## src/rtl/pcd_pkg.sv

```systemverilog
// Package: shared constants and types for the power-control command decoder.
// Assumes 8-bit command bytes; opcode values are fixed by the host protocol.
package pcd_pkg;
    localparam int CMD_W      = 8;
    localparam int N_SUSP_OPS = 2;

    localparam logic [CMD_W-1:0] OP_HANDOVER = 8'hD1;
    localparam logic [CMD_W-1:0] OP_SUSP_A   = 8'h82;
    localparam logic [CMD_W-1:0] OP_SUSP_B   = 8'hE2;

    typedef enum logic [1:0] {
        CK_NONE     = 2'd0,
        CK_SUSPEND  = 2'd1,
        CK_HANDOVER = 2'd2
    } cmd_kind_e;

    typedef struct packed {
        logic      cmd_fire;   // command strobe this cycle
        logic      data_fire;  // data strobe this cycle
        cmd_kind_e kind;       // decoded kind (valid with cmd_fire)
    } cmd_dec_t;
endpackage

```

## src/rtl/pcd_cmd_decode.sv

```systemverilog
// Module: combinational command classifier.
// Splits a host write into command or data and decodes the command byte into
// one of the known kinds. The suspend opcodes come from a parameter list so that
// more aliases can be added without changing the logic.
module pcd_cmd_decode
    import pcd_pkg::*;
#(
    parameter int                   W       = CMD_W,
    parameter int                   NSUSP   = N_SUSP_OPS,
    parameter logic [NSUSP*W-1:0]   SUSP_OPS = {OP_SUSP_B, OP_SUSP_A},
    parameter logic [W-1:0]         HAND_OP  = OP_HANDOVER
) (
    input  logic         wr_stb,
    input  logic         cmd_sel,
    input  logic [W-1:0] wr_data,
    output cmd_dec_t     dec
);
    logic [NSUSP-1:0] susp_hit;

    // One comparator per suspend opcode alias.
    for (genvar g = 0; g < NSUSP; g++) begin : g_susp_cmp
        assign susp_hit[g] = (wr_data == SUSP_OPS[g*W +: W]);
    end

    // Classify the write and the command byte.
    always_comb begin
        dec.cmd_fire  = wr_stb && cmd_sel;
        dec.data_fire = wr_stb && !cmd_sel;
        if (|susp_hit)
            dec.kind = CK_SUSPEND;
        else if (wr_data == HAND_OP)
            dec.kind = CK_HANDOVER;
        else
            dec.kind = CK_NONE;
    end
endmodule

```

## src/rtl/pcd_suspend_ctl.sv

```systemverilog
// Module: suspend state holder.
// Sets on a suspend command and is cleared only by reset. It drives the
// oscillator, CPU-run and pad-tristate controls from registers.
// Assumes rst_n is synchronous and active low.
module pcd_suspend_ctl
    import pcd_pkg::*;
(
    input  logic     clk,
    input  logic     rst_n,
    input  cmd_dec_t dec,
    output logic     suspended,
    output logic     osc_en,
    output logic     cpu_run,
    output logic     port_hiz
);
    logic susp_q;

    // Suspend latch: only reset clears it.
    always_ff @(posedge clk) begin
        if (!rst_n)
            susp_q <= 1'b0;
        else if (dec.cmd_fire && dec.kind == CK_SUSPEND)
            susp_q <= 1'b1;
    end

    // Registered power controls derived from the next suspend state.
    always_ff @(posedge clk) begin
        if (!rst_n) begin
            osc_en   <= 1'b1;
            cpu_run  <= 1'b1;
            port_hiz <= 1'b0;
        end else if (dec.cmd_fire && dec.kind == CK_SUSPEND) begin
            osc_en   <= 1'b0;
            cpu_run  <= 1'b0;
            port_hiz <= 1'b1;
        end
    end

    assign suspended = susp_q;

    p_enter_r2: assert property (@(posedge clk) disable iff (!rst_n)
        (dec.cmd_fire && dec.kind == CK_SUSPEND) |=> (!osc_en && !cpu_run));
    p_sticky_r5: assert property (@(posedge clk) disable iff (!rst_n)
        susp_q |=> (susp_q && !osc_en && !cpu_run));
    p_hiz_r4: assert property (@(posedge clk) disable iff (!rst_n)
        susp_q |-> port_hiz);
endmodule

```

## src/rtl/pcd_pin_ctl.sv

```systemverilog
// Module: hand-over port bit controller.
// Tracks whether the bit is owned by the host and whether a data load is
// pending after the hand-over opcode. It holds the bit value. Before hand-over,
// the CPU writes the bit; afterwards only the host data byte that follows the
// opcode can. All updates stop while the device is suspended.
module pcd_pin_ctl
    import pcd_pkg::*;
#(
    parameter int W = CMD_W
) (
    input  logic         clk,
    input  logic         rst_n,
    input  cmd_dec_t     dec,
    input  logic [W-1:0] wr_data,
    input  logic         frozen,
    input  logic         cpu_pin_we,
    input  logic         cpu_pin_val,
    output logic         pin_dedicated,
    output logic         pin_value
);
    logic ded_q, arm_q, pin_q;
    logic data_load;

    assign data_load = arm_q && dec.data_fire && !frozen;

    // Ownership flag: set by the hand-over opcode, kept until reset.
    always_ff @(posedge clk) begin
        if (!rst_n)
            ded_q <= 1'b0;
        else if (!frozen && dec.cmd_fire && dec.kind == CK_HANDOVER)
            ded_q <= 1'b1;
    end

    // Pending-load flag: armed by the opcode, dropped by any other write.
    always_ff @(posedge clk) begin
        if (!rst_n)
            arm_q <= 1'b0;
        else if (!frozen && (dec.cmd_fire || dec.data_fire))
            arm_q <= dec.cmd_fire && dec.kind == CK_HANDOVER;
    end

    // Bit value: host data load when owned, CPU write otherwise.
    always_ff @(posedge clk) begin
        if (!rst_n)
            pin_q <= 1'b0;
        else if (frozen)
            pin_q <= pin_q;
        else if (ded_q) begin
            if (data_load)
                pin_q <= wr_data[0];
        end else if (cpu_pin_we)
            pin_q <= cpu_pin_val;
    end

    assign pin_dedicated = ded_q;
    assign pin_value     = pin_q;

    p_ded_sticky_r6: assert property (@(posedge clk) disable iff (!rst_n)
        ded_q |=> ded_q);
    p_cpu_blocked_r8: assert property (@(posedge clk) disable iff (!rst_n)
        (ded_q && !data_load) |=> $stable(pin_q));
    p_arm_needs_owner_r7: assert property (@(posedge clk) disable iff (!rst_n)
        arm_q |-> ded_q);
    p_frozen_hold_r5: assert property (@(posedge clk) disable iff (!rst_n)
        frozen |=> ($stable(pin_q) && $stable(arm_q)));
endmodule

```

## src/rtl/pcd_top.sv

```systemverilog
// Module: host command power-control decoder, top level.
// Decodes host writes to the command register, drives the suspend power
// controls and manages the hand-over port bit. Assumes host writes are
// synchronous to clk and rst_n is synchronous and active low.
module pcd_top
    import pcd_pkg::*;
#(
    parameter int W = CMD_W
) (
    input  logic         clk,
    input  logic         rst_n,
    input  logic         wr_stb,
    input  logic         cmd_sel,
    input  logic [W-1:0] wr_data,
    input  logic         cpu_pin_we,
    input  logic         cpu_pin_val,
    output logic         pin_dedicated,
    output logic         pin_value,
    output logic         osc_en,
    output logic         cpu_run,
    output logic         port_hiz
);
    cmd_dec_t dec;
    logic     suspended;

    pcd_cmd_decode #(.W(W)) u_dec (
        .wr_stb  (wr_stb),
        .cmd_sel (cmd_sel),
        .wr_data (wr_data),
        .dec     (dec)
    );

    pcd_suspend_ctl u_susp (
        .clk       (clk),
        .rst_n     (rst_n),
        .dec       (dec),
        .suspended (suspended),
        .osc_en    (osc_en),
        .cpu_run   (cpu_run),
        .port_hiz  (port_hiz)
    );

    pcd_pin_ctl #(.W(W)) u_pin (
        .clk           (clk),
        .rst_n         (rst_n),
        .dec           (dec),
        .wr_data       (wr_data),
        .frozen        (suspended),
        .cpu_pin_we    (cpu_pin_we),
        .cpu_pin_val   (cpu_pin_val),
        .pin_dedicated (pin_dedicated),
        .pin_value     (pin_value)
    );

    p_unknown_r9: assert property (@(posedge clk) disable iff (!rst_n)
        (wr_stb && cmd_sel && dec.kind == CK_NONE && !cpu_pin_we)
        |=> ($stable(pin_dedicated) && $stable(pin_value) && $stable(osc_en) && $stable(port_hiz)));
    p_e2_alias_r3: assert property (@(posedge clk) disable iff (!rst_n)
        (wr_stb && cmd_sel && wr_data == OP_SUSP_B) |=> port_hiz);
endmodule

```

## config.mk

```make
export PLATFORM = sky130hd
export DESIGN_NAME = pcd_top
export DESIGN_NICKNAME = d
export VERILOG_FILES = /design/src/rtl/pcd_pkg.sv /design/src/rtl/pcd_cmd_decode.sv /design/src/rtl/pcd_suspend_ctl.sv /design/src/rtl/pcd_pin_ctl.sv /design/src/rtl/pcd_top.sv
export SDC_FILE = /design/constraint.sdc
export NUM_CORES = 1
export LEC_CHECK = 0
export ABC_AREA = 1
export BUFFER_PORTS_ARGS = -buffer_cell sky130_fd_sc_hd__buf_4
export CAP_MARGIN = 10
export CELL_PAD_IN_SITES_DETAIL_PLACEMENT = 1
export CELL_PAD_IN_SITES_GLOBAL_PLACEMENT = 2
export CORE_MARGIN = 2
export CORE_UTILIZATION = 18
export DETAILED_ROUTE_END_ITERATION = 7
export HOLD_SLACK_MARGIN = 0.1
export PLACE_DENSITY_LB_ADDON = 0.1
export SLEW_MARGIN = 20
export SYNTH_ARGS = -nofsm -noshare
export SYNTH_HDL_FRONTEND = slang
export SYNTH_SLANG_ARGS = --single-unit
```

## constraint.sdc

```tcl
create_clock -name clk -period 1.1 [get_ports clk]
set_input_delay 0.055 -clock clk [delete_from_list [all_inputs] [get_ports clk]]
set_output_delay 0.055 -clock clk [all_outputs]
set_load 0.05 [all_outputs]
```

; Yosys cells after proc, flatten, opt, wreduce, memory -nomap -nowiden
; Cells that the tools add are included.
[totals]
regBits = 5
latch_bits = 0
ramBits = 0
romBits = 0
input_bits = 14
output_inout_bits = 5
word_cells = 32
n_memories = 0
[classes]
n_addsub = 0
mul = 0
n_div = 0
order_cmp = 0
eq_ne = 6
shifts = 0
muxes = 5
bitwise_logic = 1
n_reduce_logical = 15
[ops]
columns = op, n
row1 = "8-bit == test, second input constant", 3
row2 = 1-bit logical AND, 9
row3 = 2-bit two-way mux, 2
row4 = 1-bit two-way mux, 3
row5 = 3-bit AND reduction, 1
row6 = "2-bit by 1-bit == test with 1-bit output, second input constant", 1
row7 = "2-bit == test, second input constant", 1
row8 = 1-bit logical NOT, 2
row9 = "2-bit != test, second input constant", 1
row10 = 2-bit nonzero test, 1
row11 = 2-bit OR reduction, 1
row12 = 1-bit logical OR, 1
row13 = 1-bit NOT, 1

; Logic depth before layout (Yosys ltp)
; Gate-level depths: netlist of run 1.
[depth]
ltp_word = 6
depth_mapped = 7

; Modules after synthesis
; From an unflattened synthesis of run 1, not the netlist that was laid out.
[unflattened]
hier_cells = 54
hier_area_um2 = 327.8
[modules_own_cells]
columns = mod, instances, cells_per_inst, area_each_um2
row1 = pcd_pin_ctl, 1, 24, 151.4
row2 = pcd_suspend_ctl, 1, 11, 92.6
row3 = pcd_cmd_decode, 1, 19, 83.8

; Least setup slack after synthesis of run 1
; Ideal clock, no wire load.
[synth_timing]
kind = register to register
from = register u_susp.susp_q (netlist: u_susp.suspended)
to = register u_pin.pin_q (netlist: u_pin.pin_value)
arrival_ns = 1.075
slack_ns = -0.092
path_stages_with_launch = 6
n_path_buf = 0
path_cell_list = dfxtp_1 > nor2_1 > nand2_1 > nand2_1 > a21oi_1 > nor2_1
[synth_via]
elab_chain_len = 4
word_cells_on_any_way = 5
cone_classes = 1 x eq/ne / 1 x bitwise / 3 x reduce/logical
[synth_lines]
columns = item, line_no
row1 = from (decl), pcd_suspend_ctl.sv:16  ; logic susp_q;
row2 = from (signal assigned), pcd_suspend_ctl.sv:21  ; susp_q <= 1'b0;
row3 = from (signal assigned), pcd_suspend_ctl.sv:23  ; susp_q <= 1'b1;
row4 = 1-bit logical NOT, pcd_pin_ctl.sv:24  ; assign data_load = arm_q && dec.data_fire && !frozen;
row5 = 1-bit logical AND, pcd_pin_ctl.sv:24
row6 = 2-bit != test (no source line), --
row7 = 3-bit AND reduction (no source line) *, --
row8 = to (signal assigned), pcd_pin_ctl.sv:47  ; pin_q <= pin_q;
row9 = to (signal assigned), pcd_pin_ctl.sv:50  ; pin_q <= wr_data[0];
row10 = to (signal assigned), pcd_pin_ctl.sv:52  ; pin_q <= cpu_pin_val;
row11 = to (decl), pcd_pin_ctl.sv:21  ; logic ded_q, arm_q, pin_q;
; Mark *: on every way between the ends. The rest lies on a longest branch, timed or not.
; A chain may end at the register's enable or synchronous reset.

; Worst setup path after layout of run 1
[layout_timing]
from = register u_pin.arm_q
to = register u_pin.pin_q (netlist: u_pin.pin_value)
[layout_via]
elab_chain_len = 4
[layout_lines]
columns = item, line_no
row1 = from (decl), pcd_pin_ctl.sv:21
row2 = from (signal assigned), pcd_pin_ctl.sv:37  ; arm_q <= 1'b0;
row3 = from (signal assigned), pcd_pin_ctl.sv:39  ; arm_q <= dec.cmd_fire && dec.kind == CK_HANDOVER;
row4 = 1-bit logical AND (2 in series), pcd_pin_ctl.sv:24
row5 = 2-bit != test (no source line), --
row6 = 3-bit AND reduction (no source line), --
; No other way between the ends.

==> summary.md, run 1 <==
| Metric | Value |
|---|---|
| CP max stage cell | `dfxtp_1` |
| Worst-path cell chain | `inv_1, nor2_1, nand2_1, nand2_1, nand3_1, nand2_1, nor2_1` |
| Clk_skew | `around 0.00067 ns` |
| Asr flop ratio synth | `0%` |
| Dominant synthesized flop cell | `dfxtp_1` |
| Avg WL per Cell | `between 8 and 9 µm` |
| Unrepaired setup endpoints after global routing | `false` |
| Peak VDD IR | `between 400 and 500 µV` |
| Crit path DAT | `1.01 ns` |
| Synth Register Bits | `5` |
| Number of enable flip-flop cells after synthesis | `0` |
| Area contributors post-synth | `dfxtp_1, nand2_1, inv_1, nor2_1, nand3_2` |
| Largest net degree at the start of global routing | `7` |
| Die ar. | `2100 µm²` |
| Area after DPL | `around 470 µm²` |
| Pins Over Slew Limit | `0` |
| Final setup fails | `0` |
| Clock tree sinks | `5` |
| Diodes inserted | `0` |
| Row Count | `15` |
| Highest clock rate | `1.14 GHz` |
| Cell area after layout | `approximately 500 µm²` |
| CTS tree | `yes` |
| CORE AREA | `between 1500 and 2000 µm²` |
| Maximum buffer depth of the clock tree | `2` |
| Fill count | `roughly 230` |
| Drt drc | `0` |
| Final setup TNS | `0 ns` |
| Synthesized cell area | `315 µm²` |
| Reg clk slew, reported paths | `around 0.040 ns` |
| Critical path type | `reg2reg` |
| Overall routed net length | `between 700 and 800 µm` |
| Origin of the critical flop-to-flop path | `u_pin.arm_q` |
| MaxCap Viol Count | `0` |
| Ports | `19` |
| Cell variety after synth | `13` |
| WL met2 | `389 µm` |
| Hold buffers post-CTS | `1` |
| Total power | `492 µW` |
| Area Overhead vs Synth | `59.5%` |
| Yosys warns | `0` |
| Via/cell ratio | `just over 4` |
| Max FO, Critical Path | `2` |
| Most common cell in the netlist | `nand2_1` |
| IO buf count | `18` |
| Slew @ Worst Pin | `0.190 ns` |
| Required @ worst endpoint | `approximately 1.2 ns` |
| CTS buffer count | `3` |
| Cell mode on critical path | `nand2_1` |
| Cell total after placement | `between 80 and 90` |
| Number of global-route vias before repair | `365` |
| GP Congestion | `about 0.66` |
| Post-route ant nets | `0` |
| HPWL Detailed | `between 700 and 800 µm` |
| Top layer in use | `met3` |
| Sequential share of the synthesized area | `31.7%` |
| Post-Synthesis Cells | `between 50 and 60` |
| Layout cells sized above 1 | `41.9%` |
| H-tree lvl count | `1` |
| Clock root buffer | `clkbuf_4` |
| Rel. slew slack | `between 80 and 90%` |
| Status | `finished, final reports clean` |
| Critical path launch point type | `register` |
| Layout Nets | `89` |
| Syn Nets | `between 60 and 70` |
| Gr usage total | `a little under 10%` |
| TritonRoute pass-1 iters | `1` |
| Hold_ws | `around 0.17 ns` |
| Initial antenna violation count | `0` |
| Synth Area per Inst | `about 6 µm²` |
| CP Capture Type | `register` |
| WL met1 | `approximately 360 µm` |
| Area share of the largest cell type after synthesis | `31.7%` |
| Global-route wire length before repair | `about 1400 µm` |
| Largest stage delay, worst path | `approximately 0.32 ns` |
| PD cells | `978 nW/µm²` |
| Fin crit share | `80.0%` |
| Hold Path Class | `in2reg` |
| Number of post-CTS setup repair buffers | `0` |
| Starting Density | `18.7%` |
| Via total after detailed routing | `roughly 370` |
| Setup crit start | `u_pin.arm_q` |
| Die Height | `roughly 46 µm` |
| Post-CTS Resized | `0` |
| Detail Route met3 WL | `roughly 51 µm` |
| 1st-iter DRT viols | `0` |
| Worst-skew pair later-pin latency | `0.24 ns` |
| Horiz. Die Dim | `45.9 µm` |
| Commonest cells post-synth | `nand2_1, inv_1, nor2_1` |
| Leakage | `roughly 0.00026 µW` |
| Cell taking the most area after synthesis | `dfxtp_1` |
| HP Start | `wr_data[2]` |
| Fin cells | `just over 90` |
| Remaining global-route overflow | `0` |
| Endpoints failing hold | `0` |
| Final worst path period need | `0.880 ns` |
## final timing paths
| check | cells past startpoint | slack (ns) | to |
|---|---|---|---|
| max | 7 | 0.22 | u_pin.pin_value |
| min | 6 | 0.17 | u_pin.pin_dedicated |
| max reg2reg | 7 | 0.22 | u_pin.pin_value |
| min reg2reg | 2 | 0.46 | u_susp.osc_en |
## power by group
part,internal [µW],switching (µW),leakage (µW),total (µW)
clock,137,74.9,0.0000150,212
sequential,185,1.44,0.0000416,186
combinational,48.2,45.3,0.000203,93.6
total,370,122,0.000260,492
## cell type report
cell class	count	area [µm²]	area share (%)
Timing Repair Buffer	19	145	28.9
Multi-Input combinational cell	34	163	32.3
Inverter	12	45.0	8.96
Tap cell	17	21.3	4.23
Sequential cell	5	103	20.4
Clock buffer	4	26.3	5.22
## flip-flops by register name, indices dropped and copies added (netlist names)
name and count:
u_pin.arm_q 1, u_pin.pin_dedicated 1, u_susp.suspended 1, u_pin.pin_value 1
u_susp.osc_en 1
## stage by stage
| step | setup WS (ns) | utilization [%] |
|---|---|---|
| 6_report | 0.220 | 29.8 |
| 5_1_grt | 0.0649 | 29.8 |
| 4_1_cts | 0.210 | 29.8 |
| 3_5_place_dp | 0.221 | 27.6 |
| 3_3_place_gp | 0.223 | 27.6 |
| 2_1_floorplan | 0.116 | - |
## per-layer routing
metal / vias up / global-route usage [%]
li1: 197 / -
met1: 161 / 10.8
met2: 10 / 16.1
met3: 0 / 3.57
met4: 0 / 5.14
met5: - / 0
## worst max-delay path, delay by kind of cell (launching register included)
| kind | cells | cell delay (ns) |
|---|---|---|
| DFF | 1 | 0.32 |
| buffers and inverters | 1 | 0.04 |
| and+or+nand+nor | 6 | 0.40 |
## placed cells by master (no fill, tap or decap)
master         instances
inv_2                  1
dfxtp_1                3
a21oi_2                1
dfxtp_2                2
o21ai_0                2
nand3_1                1
clkbuf_1               1
nand3_2                2
inv_1                 11
a21oi_1                3
nand2_2                1
clkbuf_4               3
nor2_1                 9
nor2_2                 3
buf_4                 18
nand2_1               12
dlygate4sd3_1          1
## cells by family after synthesis
| logic type | Yosys count | share of synthesized area [%] |
|---|---|---|
| flip-flops | 5 | 31.7 |
| AND/OR/NAND/NOR | 28 | 40.9 |
| AO/OA/AOI/OAI | 6 | 10.7 |
| buffers and inverters | 13 | 16.7 |
(Power assumes the default switching activity.)
==> run 2, diff against run 1 <==
--- a/config.mk
+++ b/config.mk
@@ -5,7 +5,7 @@
 export SDC_FILE = /design/constraint.sdc
 export NUM_CORES = 1
 export LEC_CHECK = 0
-export ABC_AREA = 1
+export ABC_AREA = 0
 export BUFFER_PORTS_ARGS = -buffer_cell sky130_fd_sc_hd__buf_4
 export CAP_MARGIN = 10
 export CELL_PAD_IN_SITES_DETAIL_PLACEMENT = 1
==> constraint.sdc (replaced) <==
create_clock -name clk -period 0.9 [get_ports clk]
set_input_delay 0.045 -clock clk [delete_from_list [all_inputs] [get_ports clk]]
set_output_delay 0.045 -clock clk [all_outputs]
set_load 0.05 [all_outputs]
==> run 2 against run 1 <==
Net effect:
- area after synthesis is 18% lower
- via count shrank 23%
- sequential power is 22% higher
- non-clock buffer count is the same
==> summary.md, run 2 <==
| Metric | Value |
|---|---|
| CP max stage cell | `dfxtp_2` |
| Most common cell in the netlist | `dfxtp_1` |
| CTS buffer count | `3 (unchanged)` |
| Setup crit start | `u_pin.pin_dedicated` |
| CP Buf/Inv Count | `0 (-1)` |
| M1 GR Usage | `10.7% (-0.15 points)` |
| Required @ worst endpoint | `1.07 ns (-0.16 ns)` |
| M2 GR Usage | `15.3% (-0.80 points)` |
| Origin of the critical flop-to-flop path | `u_pin.pin_dedicated` |
| Largest stage delay, worst path | `0.33 ns (about the same)` |
| Fin crit share | `98.2% (+18 points)` |
| Seq pwr share | `38.5% (+0.6 points)` |
| Area after DPL | `409 µm² (-12%)` |
| HP Start | `wr_data[1]` |
| Slew @ Worst Pin | `0.184 ns (-0.00585 ns)` |
| Max FO, Critical Path | `5 (+3)` |
| Final setup fails | `0 (unchanged)` |
| Remaining global-route overflow | `0 (unchanged)` |
| Ports | `19 (unchanged)` |
| Largest net degree at the start of global routing | `7 (unchanged)` |
| Final Util | `34.6% (+4.8 points)` |
| Synth Register Bits | `5 (unchanged)` |
| Row Count | `13 (-2)` |
| Most common cell after layout, fill and taps aside | `buf_4` |
| Commonest cells after routing, fill and taps aside | `buf_4, inv_1, clkbuf_4, dfxtp_2` |
| Post-route ant nets | `0 (unchanged)` |
| Peak VDD IR | `405 µV (-9.9%)` |
| Crit path DAT | `1.06 ns (+0.05 ns)` |
| 1st-iter DRT viols | `1 (+1)` |
| Asr flop ratio synth | `0% (unchanged)` |
| Unrepaired setup endpoints after global routing | `true` |
| Sequential share of the synthesized area | `38.6% (+6.9 points)` |
| Area contributors post-synth | `dfxtp_1, a21boi_1, and4bb_1, nand4_1, inv_1` |
| Dominant synthesized flop cell | `dfxtp_1` |
| GP Congestion | `0.681 (+2.5%)` |
| Via total after detailed routing | `284 (-23%)` |
| Area share of the largest cell type after synthesis | `38.6% (+6.9 points)` |
| Sw Share | `22.9% (-1.9 points)` |
| Number of enable flip-flop cells after synthesis | `0 (unchanged)` |
| Yosys warns | `0 (unchanged)` |
| Endpoints failing hold | `0 (unchanged)` |
| Via/cell ratio | `4.37 (+8.0%)` |
| IO buf count | `18 (unchanged)` |
| NetSw | `135 µW (+11%)` |
| Clock tree sinks | `5 (unchanged)` |
| Leakage | `0.000202 µW (-22%)` |
| Clk_skew | `0.00491 ns (+0.00424 ns)` |
| PD cells | `1290 nW/µm² (+32%)` |
| Gr usage total | `9.92% (+0.14 points)` |
| Starting Density | `19.7% (+0.99 points)` |
| Status | `finished, final reports clean` |
| Post-Synthesis Cells | `28 (-46%)` |
| Pins Over Slew Limit | `0 (unchanged)` |
| Clock root buffer | `clkbuf_4` |
| Global-route wire length before repair | `1280 µm (-10%)` |
| TritonRoute pass-1 iters | `3 (+2)` |
| Cell taking the most area after synthesis | `dfxtp_1` |
| Power Internal | `455 µW (+23%)` |
| Area Overhead vs Synth | `75.8%` |
| Commonest cells post-synth | `dfxtp_1, inv_1, a21boi_1, nand4_1` |
| Overall routed net length | `720 µm (-9.7%)` |
| Syn Nets | `42 (-36%)` |
| Fin cells | `65 (-29%)` |
| Drt drc | `0 (unchanged)` |
| Die ar. | `1760 µm² (-16%)` |
| Comb power frac | `16.8% (-2.2 points)` |
| Critical path launch point type | `register` |
| Fill count | `163 (-29%)` |
| Rel. slew slack | `87.7% (+0.50 points)` |
| CTS tree | `yes` |
| H-tree lvl count | `1 (unchanged)` |
| Worst-path cell chain | `nand2b_1, a21oi_2, mux2i_1` |
| Synth Area per Inst | `9.25 µm² (+53%)` |
| Worst-skew pair later-pin latency | `0.24 ns (about the same)` |
| Highest clock rate | `1.13 GHz (-0.41%)` |
| Diodes inserted | `0 (unchanged)` |
| CORE AREA | `1320 µm² (-22%)` |
| Initial antenna violation count | `0 (unchanged)` |
| Critical path type | `reg2reg` |
| Reg clk slew, reported paths | `0.05 ns (about the same)` |
| Cell variety after synth | `20 (+7)` |
| Layout cells sized above 1 | `52.0% (+10 points)` |
| Critical path's top delay family | `flip-flops` |
| Synthesized cell area | `259 µm² (-18%)` |
| Clock power frac | `44.7% (+1.6 points)` |
| Cell total after placement | `60 (-30%)` |
| Hold Path Class | `in2reg` |
| Cell area after layout | `455 µm² (-9.5%)` |
| Horiz. Die Dim | `41.9 µm (-8.6%)` |
| GR Layer Usage met3 | `3.91% (+0.34 points)` |
| CP Capture Type | `register` |
| Die Height | `41.9 µm (-8.6%)` |
| Maximum buffer depth of the clock tree | `2 (unchanged)` |
| Final worst path period need | `0.884 ns (+0.00362 ns)` |
| MaxCap Viol Count | `0 (unchanged)` |
| GRT busiest layer | `met2` |
| Final setup TNS | `0 ns (unchanged)` |
| Number of global-route vias before repair | `296 (-19%)` |
| Layout Nets | `65 (-27%)` |
| Avg WL per Cell | `11.1 µm (+26%)` |
[run 2: per-layer routing]
| metal | vias to the layer above | routed length, µm |
|---|---|---|
| li1 | 145 | - |
| met1 | 128 | 308 |
| met2 | 11 | 355 |
| met3 | 0 | 55 |
| met4 | 0 | 0 |
| met5 | - | 0 |
[run 2: worst reg2reg max path, stage by stage, from the launching register on]
cell	delay (ns)
dfxtp_2	0.33
nand2b_1	0.15
a21oi_2	0.15
mux2i_1	0.18
[run 2: per-stage QoR]
| stage | total power (µW) | worst slack, ns | hold WS (ns) |
|---|---|---|---|
| finish | 589 | 0.0164 | 0.102 |
| global route | 625 | -0.0602 | 0.148 |
| CTS | 599 | 0.00822 | 0.119 |
| detailed placement | 326 | -0.0104 | 0.342 |
| global placement | 323 | 0.0184 | 0.331 |
| floorplan | 266 | -0.117 | 0.193 |
[run 2: final timing paths]
check | to | slack [ns] | cells past startpoint
setup / recovery | u_pin.pin_value | 0.02 | 3
hold / removal | u_pin.pin_dedicated | 0.10 | 4
setup reg to reg | u_pin.pin_value | 0.02 | 3
hold reg to reg | u_susp.osc_en | 0.46 | 1
[run 2: final cells by class]
type	instances	area [µm²]	share of cell area [%]
Timing Repair Buffer	19	149	32.7
Multi-Input combinational cell	19	146	32.1
Sequential cell	5	104	22.8
Clock buffer	4	26.3	5.77
Tap cell	15	18.8	4.12
Inverter	3	11.3	2.47
[run 2: cells by family (layout without fill, tap and decap cells)]
group / count (synthesis) / after routing / synth area share [%]
AOI/OAI and AO/OA: 7 / 7 / 19.3
xor gates and xnor gates: 1 / 1 / 3.38
buffers and inverters: 4 / 26 / 7.25
DFF: 5 / 5 / 38.6
muxes: 1 / 1 / 3.86
and+or+nand+nor: 10 / 10 / 27.5
[run 2: power by group through the flow]
stage / logic [µW] / registers [µW] / clock network, µW
after detailed placement: 94.5 / 231 / 0
after global routing: 108 / 227 / 290
after floorplan: 23.7 / 242 / 0
after CTS: 100 / 227 / 271
final: 98.8 / 227 / 263
after global placement: 91.7 / 231 / 0
[run 2: what timing repair did]
item | in CTS | in global routing
pin swaps | 0 | 2
setup endpoints to repair | 1 | 4
buffers inserted | 0 | 0
hold buffers | 1 | 0
endpoints found under the hold margin | 4 | 0
gates cloned | 0 | 0
gates resized for setup | 2 | 1
==> run 3, diff against run 2 <==
--- a/config.mk
+++ b/config.mk
@@ -8,14 +8,15 @@
 export ABC_AREA = 0
 export BUFFER_PORTS_ARGS = -buffer_cell sky130_fd_sc_hd__buf_4
 export CAP_MARGIN = 10
-export CELL_PAD_IN_SITES_DETAIL_PLACEMENT = 1
-export CELL_PAD_IN_SITES_GLOBAL_PLACEMENT = 2
-export CORE_MARGIN = 2
-export CORE_UTILIZATION = 18
+export CELL_PAD_IN_SITES_DETAIL_PLACEMENT = 0
+export CELL_PAD_IN_SITES_GLOBAL_PLACEMENT = 1
+export CORE_AREA = 2 2 39 41
 export DETAILED_ROUTE_END_ITERATION = 7
+export DIE_AREA = 0 0 41 43
 export HOLD_SLACK_MARGIN = 0.1
 export PLACE_DENSITY_LB_ADDON = 0.1
 export SLEW_MARGIN = 20
 export SYNTH_ARGS = -nofsm -noshare
 export SYNTH_HDL_FRONTEND = slang
+export SYNTH_HIERARCHICAL = 1
 export SYNTH_SLANG_ARGS = --single-unit
==> run 3 against run 2 <==
Net effect:
- largest cell class is now multi-input combinational cells
- power decreased by 0.88%
- synthesized cell count increased by 14%
- the run now ends with negative setup slack left
- clock power down 2%
==> summary.md, run 3 <==
| Metric | Value |
|---|---|
| Sequential share of the synthesized area | `34.3% (-4.3 points)` |
| Avg WL per Cell | `9.49 µm (-14%)` |
| Initial antenna violation count | `0 (unchanged)` |
| Slew @ Worst Pin | `0.226 ns (+0.0416 ns)` |
| GR Layer Usage met3 | `1.57% (-2.3 points)` |
| Reg clk slew, reported paths | `0.04 ns (about the same)` |
| GP Congestion | `0.659 (-3.2%)` |
| Highest clock rate | `1.07 GHz (-5.6%)` |
| Synth Area per Inst | `9.11 µm² (-1.5%)` |
| Gr usage total | `9.73% (-0.19 points)` |
| Crit path DAT | `1.07 ns (about the same)` |
| Rel. slew slack | `84.9% (-2.8 points)` |
| Post-Synthesis Cells | `32 (+14%)` |
| Failing checks | `negative setup slack` |
| Leakage | `0.000233 µW (+15%)` |
| Hold depth | `3 (-1)` |
| MaxCap Viol Count | `0 (unchanged)` |
| FF-to-FF path depth | `3 (unchanged)` |
| Pins Over Slew Limit | `0 (unchanged)` |
| Post-route setup slack | `-0.0356 ns (-0.0521 ns)` |
| Asr flop ratio synth | `0% (unchanged)` |
| Diodes inserted | `0 (unchanged)` |
| Layout Nets | `70 (+7.7%)` |
| Status | `finished, violations left` |
| Row Count | `14 (+1)` |
| Syn Nets | `46 (+9.5%)` |
| Fin crit share | `104% (+5.8 points)` |
| Largest net degree at the start of global routing | `7 (unchanged)` |
| Worst-skew pair later-pin latency | `0.24 ns (about the same)` |
| Dominant synthesized flop cell | `dfxtp_1` |
| GRT busiest layer | `met1` |
| Maximum buffer depth of the clock tree | `2 (unchanged)` |
| HP Start | `cpu_pin_val` |
| Via/cell ratio | `4.24 (-3.0%)` |
| M1 GR Usage | `12.2% (+1.5 points)` |
| Clock tree sinks | `5 (unchanged)` |
| Origin of the critical flop-to-flop path | `u_pin/pin_dedicated` |
| M2 GR Usage | `11.9% (-3.4 points)` |
| Area contributors post-synth | `dfxtp_1, a21boi_0, buf_4, nor3b_1, nand2b_4` |
| CP max stage cell | `dfxtp_4` |
| Via total after detailed routing | `301 (+6.0%)` |
| Setup slack, reg-to-reg | `-0.04 ns (-0.05 ns)` |
| CTS tree | `yes` |
| Global-route wire length before repair | `1090 µm (-15%)` |
| Most common cell after layout, fill and taps aside | `buf_4` |
| Commonest cells after routing, fill and taps aside | `buf_4, clkbuf_4` |
| H-tree lvl count | `1 (unchanged)` |
| Clk_skew | `0.00387 ns (-0.00104 ns)` |
| Area share of the largest cell type after synthesis | `34.3% (-4.3 points)` |
| Ports | `19 (unchanged)` |
| Worst-path cell chain | `nand2b_4, o21a_1, o221a_1` |
| Remaining global-route overflow | `0 (unchanged)` |
| Area after DPL | `455 µm² (+11%)` |
| Unrepaired setup endpoints after global routing | `true` |
| CP Capture Type | `register` |
| Most common cell in the netlist | `dfxtp_1` |
| IO buf count | `18 (unchanged)` |
| Cell variety after synth | `22 (+10%)` |
| Die ar. | `1760 µm² (+0.28%)` |
| Hold Path Class | `in2reg` |
| Post-route ant nets | `0 (unchanged)` |
| Final worst path period need | `0.936 ns (+0.0521 ns)` |
| Required @ worst endpoint | `1.03 ns (-0.04 ns)` |
| Final Util | `35.8% (+1.2 points)` |
| Yosys warns | `6 (+6)` |
| 1st-iter DRT viols | `1 (unchanged)` |
| Max FO, Critical Path | `4 (-1)` |
| Layout cells sized above 1 | `50.9% (-1.1 points)` |
| Synthesized cell area | `292 µm² (+13%)` |
| Largest stage delay, worst path | `0.34 ns (about the same)` |
| Place WS | `-0.0857 ns (-0.0753 ns)` |
| Area Overhead vs Synth | `70.0%` |
| Die Height | `43 µm (+2.6%)` |
| CTS buffer count | `3 (unchanged)` |
| Number of enable flip-flop cells after synthesis | `0 (unchanged)` |
| Number of global-route vias before repair | `275 (-7.1%)` |
| Cell taking the most area after synthesis | `dfxtp_1` |
| Final setup fails | `2 (+2)` |
| CORE AREA | `1380 µm² (+5.0%)` |
| RR Endpoint | `u_pin/pin_value` |
| Hold path endpoint | `u_pin/pin_value` |
| PD cells | `1180 nW/µm² (-8.9%)` |
| Overall routed net length | `674 µm (-6.4%)` |
| Synth Register Bits | `5 (unchanged)` |
| Peak VDD IR | `430 µV (+6.2%)` |
| Endpoints failing hold | `0 (unchanged)` |
| Horiz. Die Dim | `41 µm (-2.2%)` |
| Cell area after layout | `495 µm² (+8.8%)` |
| TritonRoute pass-1 iters | `2 (-1)` |
| Drt drc | `0 (unchanged)` |
| Critical path type | `reg2reg` |
| Clock root buffer | `clkbuf_4` |
| Starting Density | `21.1% (+1.4 points)` |
| Critical path launch point type | `register` |
==> run 3: how the worst max path moves through the flow <==
stage	startpoint	end	slack [ns]
finish	u_pin/pin_dedicated	u_pin/pin_value	-0.04
global route	u_pin/pin_dedicated	u_pin/pin_value	-0.07
CTS	u_pin/pin_dedicated	u_pin/pin_value	-0.04
detailed placement	wr_data[3]	u_pin/arm_q	-0.09
global placement	wr_data[1]	u_pin/arm_q	-0.05
floorplan	u_susp/suspended	u_pin/pin_value	-0.11
==> run 3: what timing repair did <==
| action | 4_1_cts | 5_1_grt |
|---|---|---|
| endpoints found under the hold margin | 5 | 0 |
| setup buffers | 0 | 0 |
| resized for setup | 1 | 0 |
| hold buffers | 1 | 0 |
| setup endpoints to repair | 2 | 2 |
==> run 3: cell families after synthesis <==
group,after synthesis,synth area share (%)
xor gates and xnor gates,1,3.00
buffers and inverters,4,7.72
and+or+nand+nor,14,34.3
AOI/OAI and AO/OA,8,20.6
DFF,5,34.3
==> run 3: where the power goes <==
group          total [µW]  leakage [µW]  internal [µW]  switching [µW]
registers             222     0.0000417            220            1.74
logic                 104      0.000176           64.3            40.1
clock network         258     0.0000150            168            90.3
total                 584      0.000233            452             132
==> run 3: area by class of cell <==
cell class,instances,area [µm²]
Fill cell,157,888
Inverter,2,7.51
Timing Repair Buffer,21,164
Tap cell,16,20.0
Multi-Input combinational cell,23,169
Sequential cell,5,109
Clock buffer,4,26.3
==> run 3: critical path: cells and delay by family, from the launching register on <==
family / cells / cell delay [ns]
simple gates: 1 / 0.13
compound gates: 2 / 0.35
flops: 1 / 0.34
==> run 3: metrics by stage <==
step,power (µW),std cells,hold WS [ns],setup TNS [ns]
final,584,71,0.173,-0.0441
after global routing,630,71,0.184,-0.110
after CTS,599,71,0.169,-0.0625
after global placement,325,66,0.269,-0.159
after floorplan,265,32,0.132,-0.108
after detailed placement,328,66,0.274,-0.276
==> run 3: routing by layer <==
metal / vias up / part of all wire [%]
met5: - / 0
met4: 0 / 0
met3: 0 / 9.9
met2: 13 / 49
met1: 129 / 41
li1: 159 / -
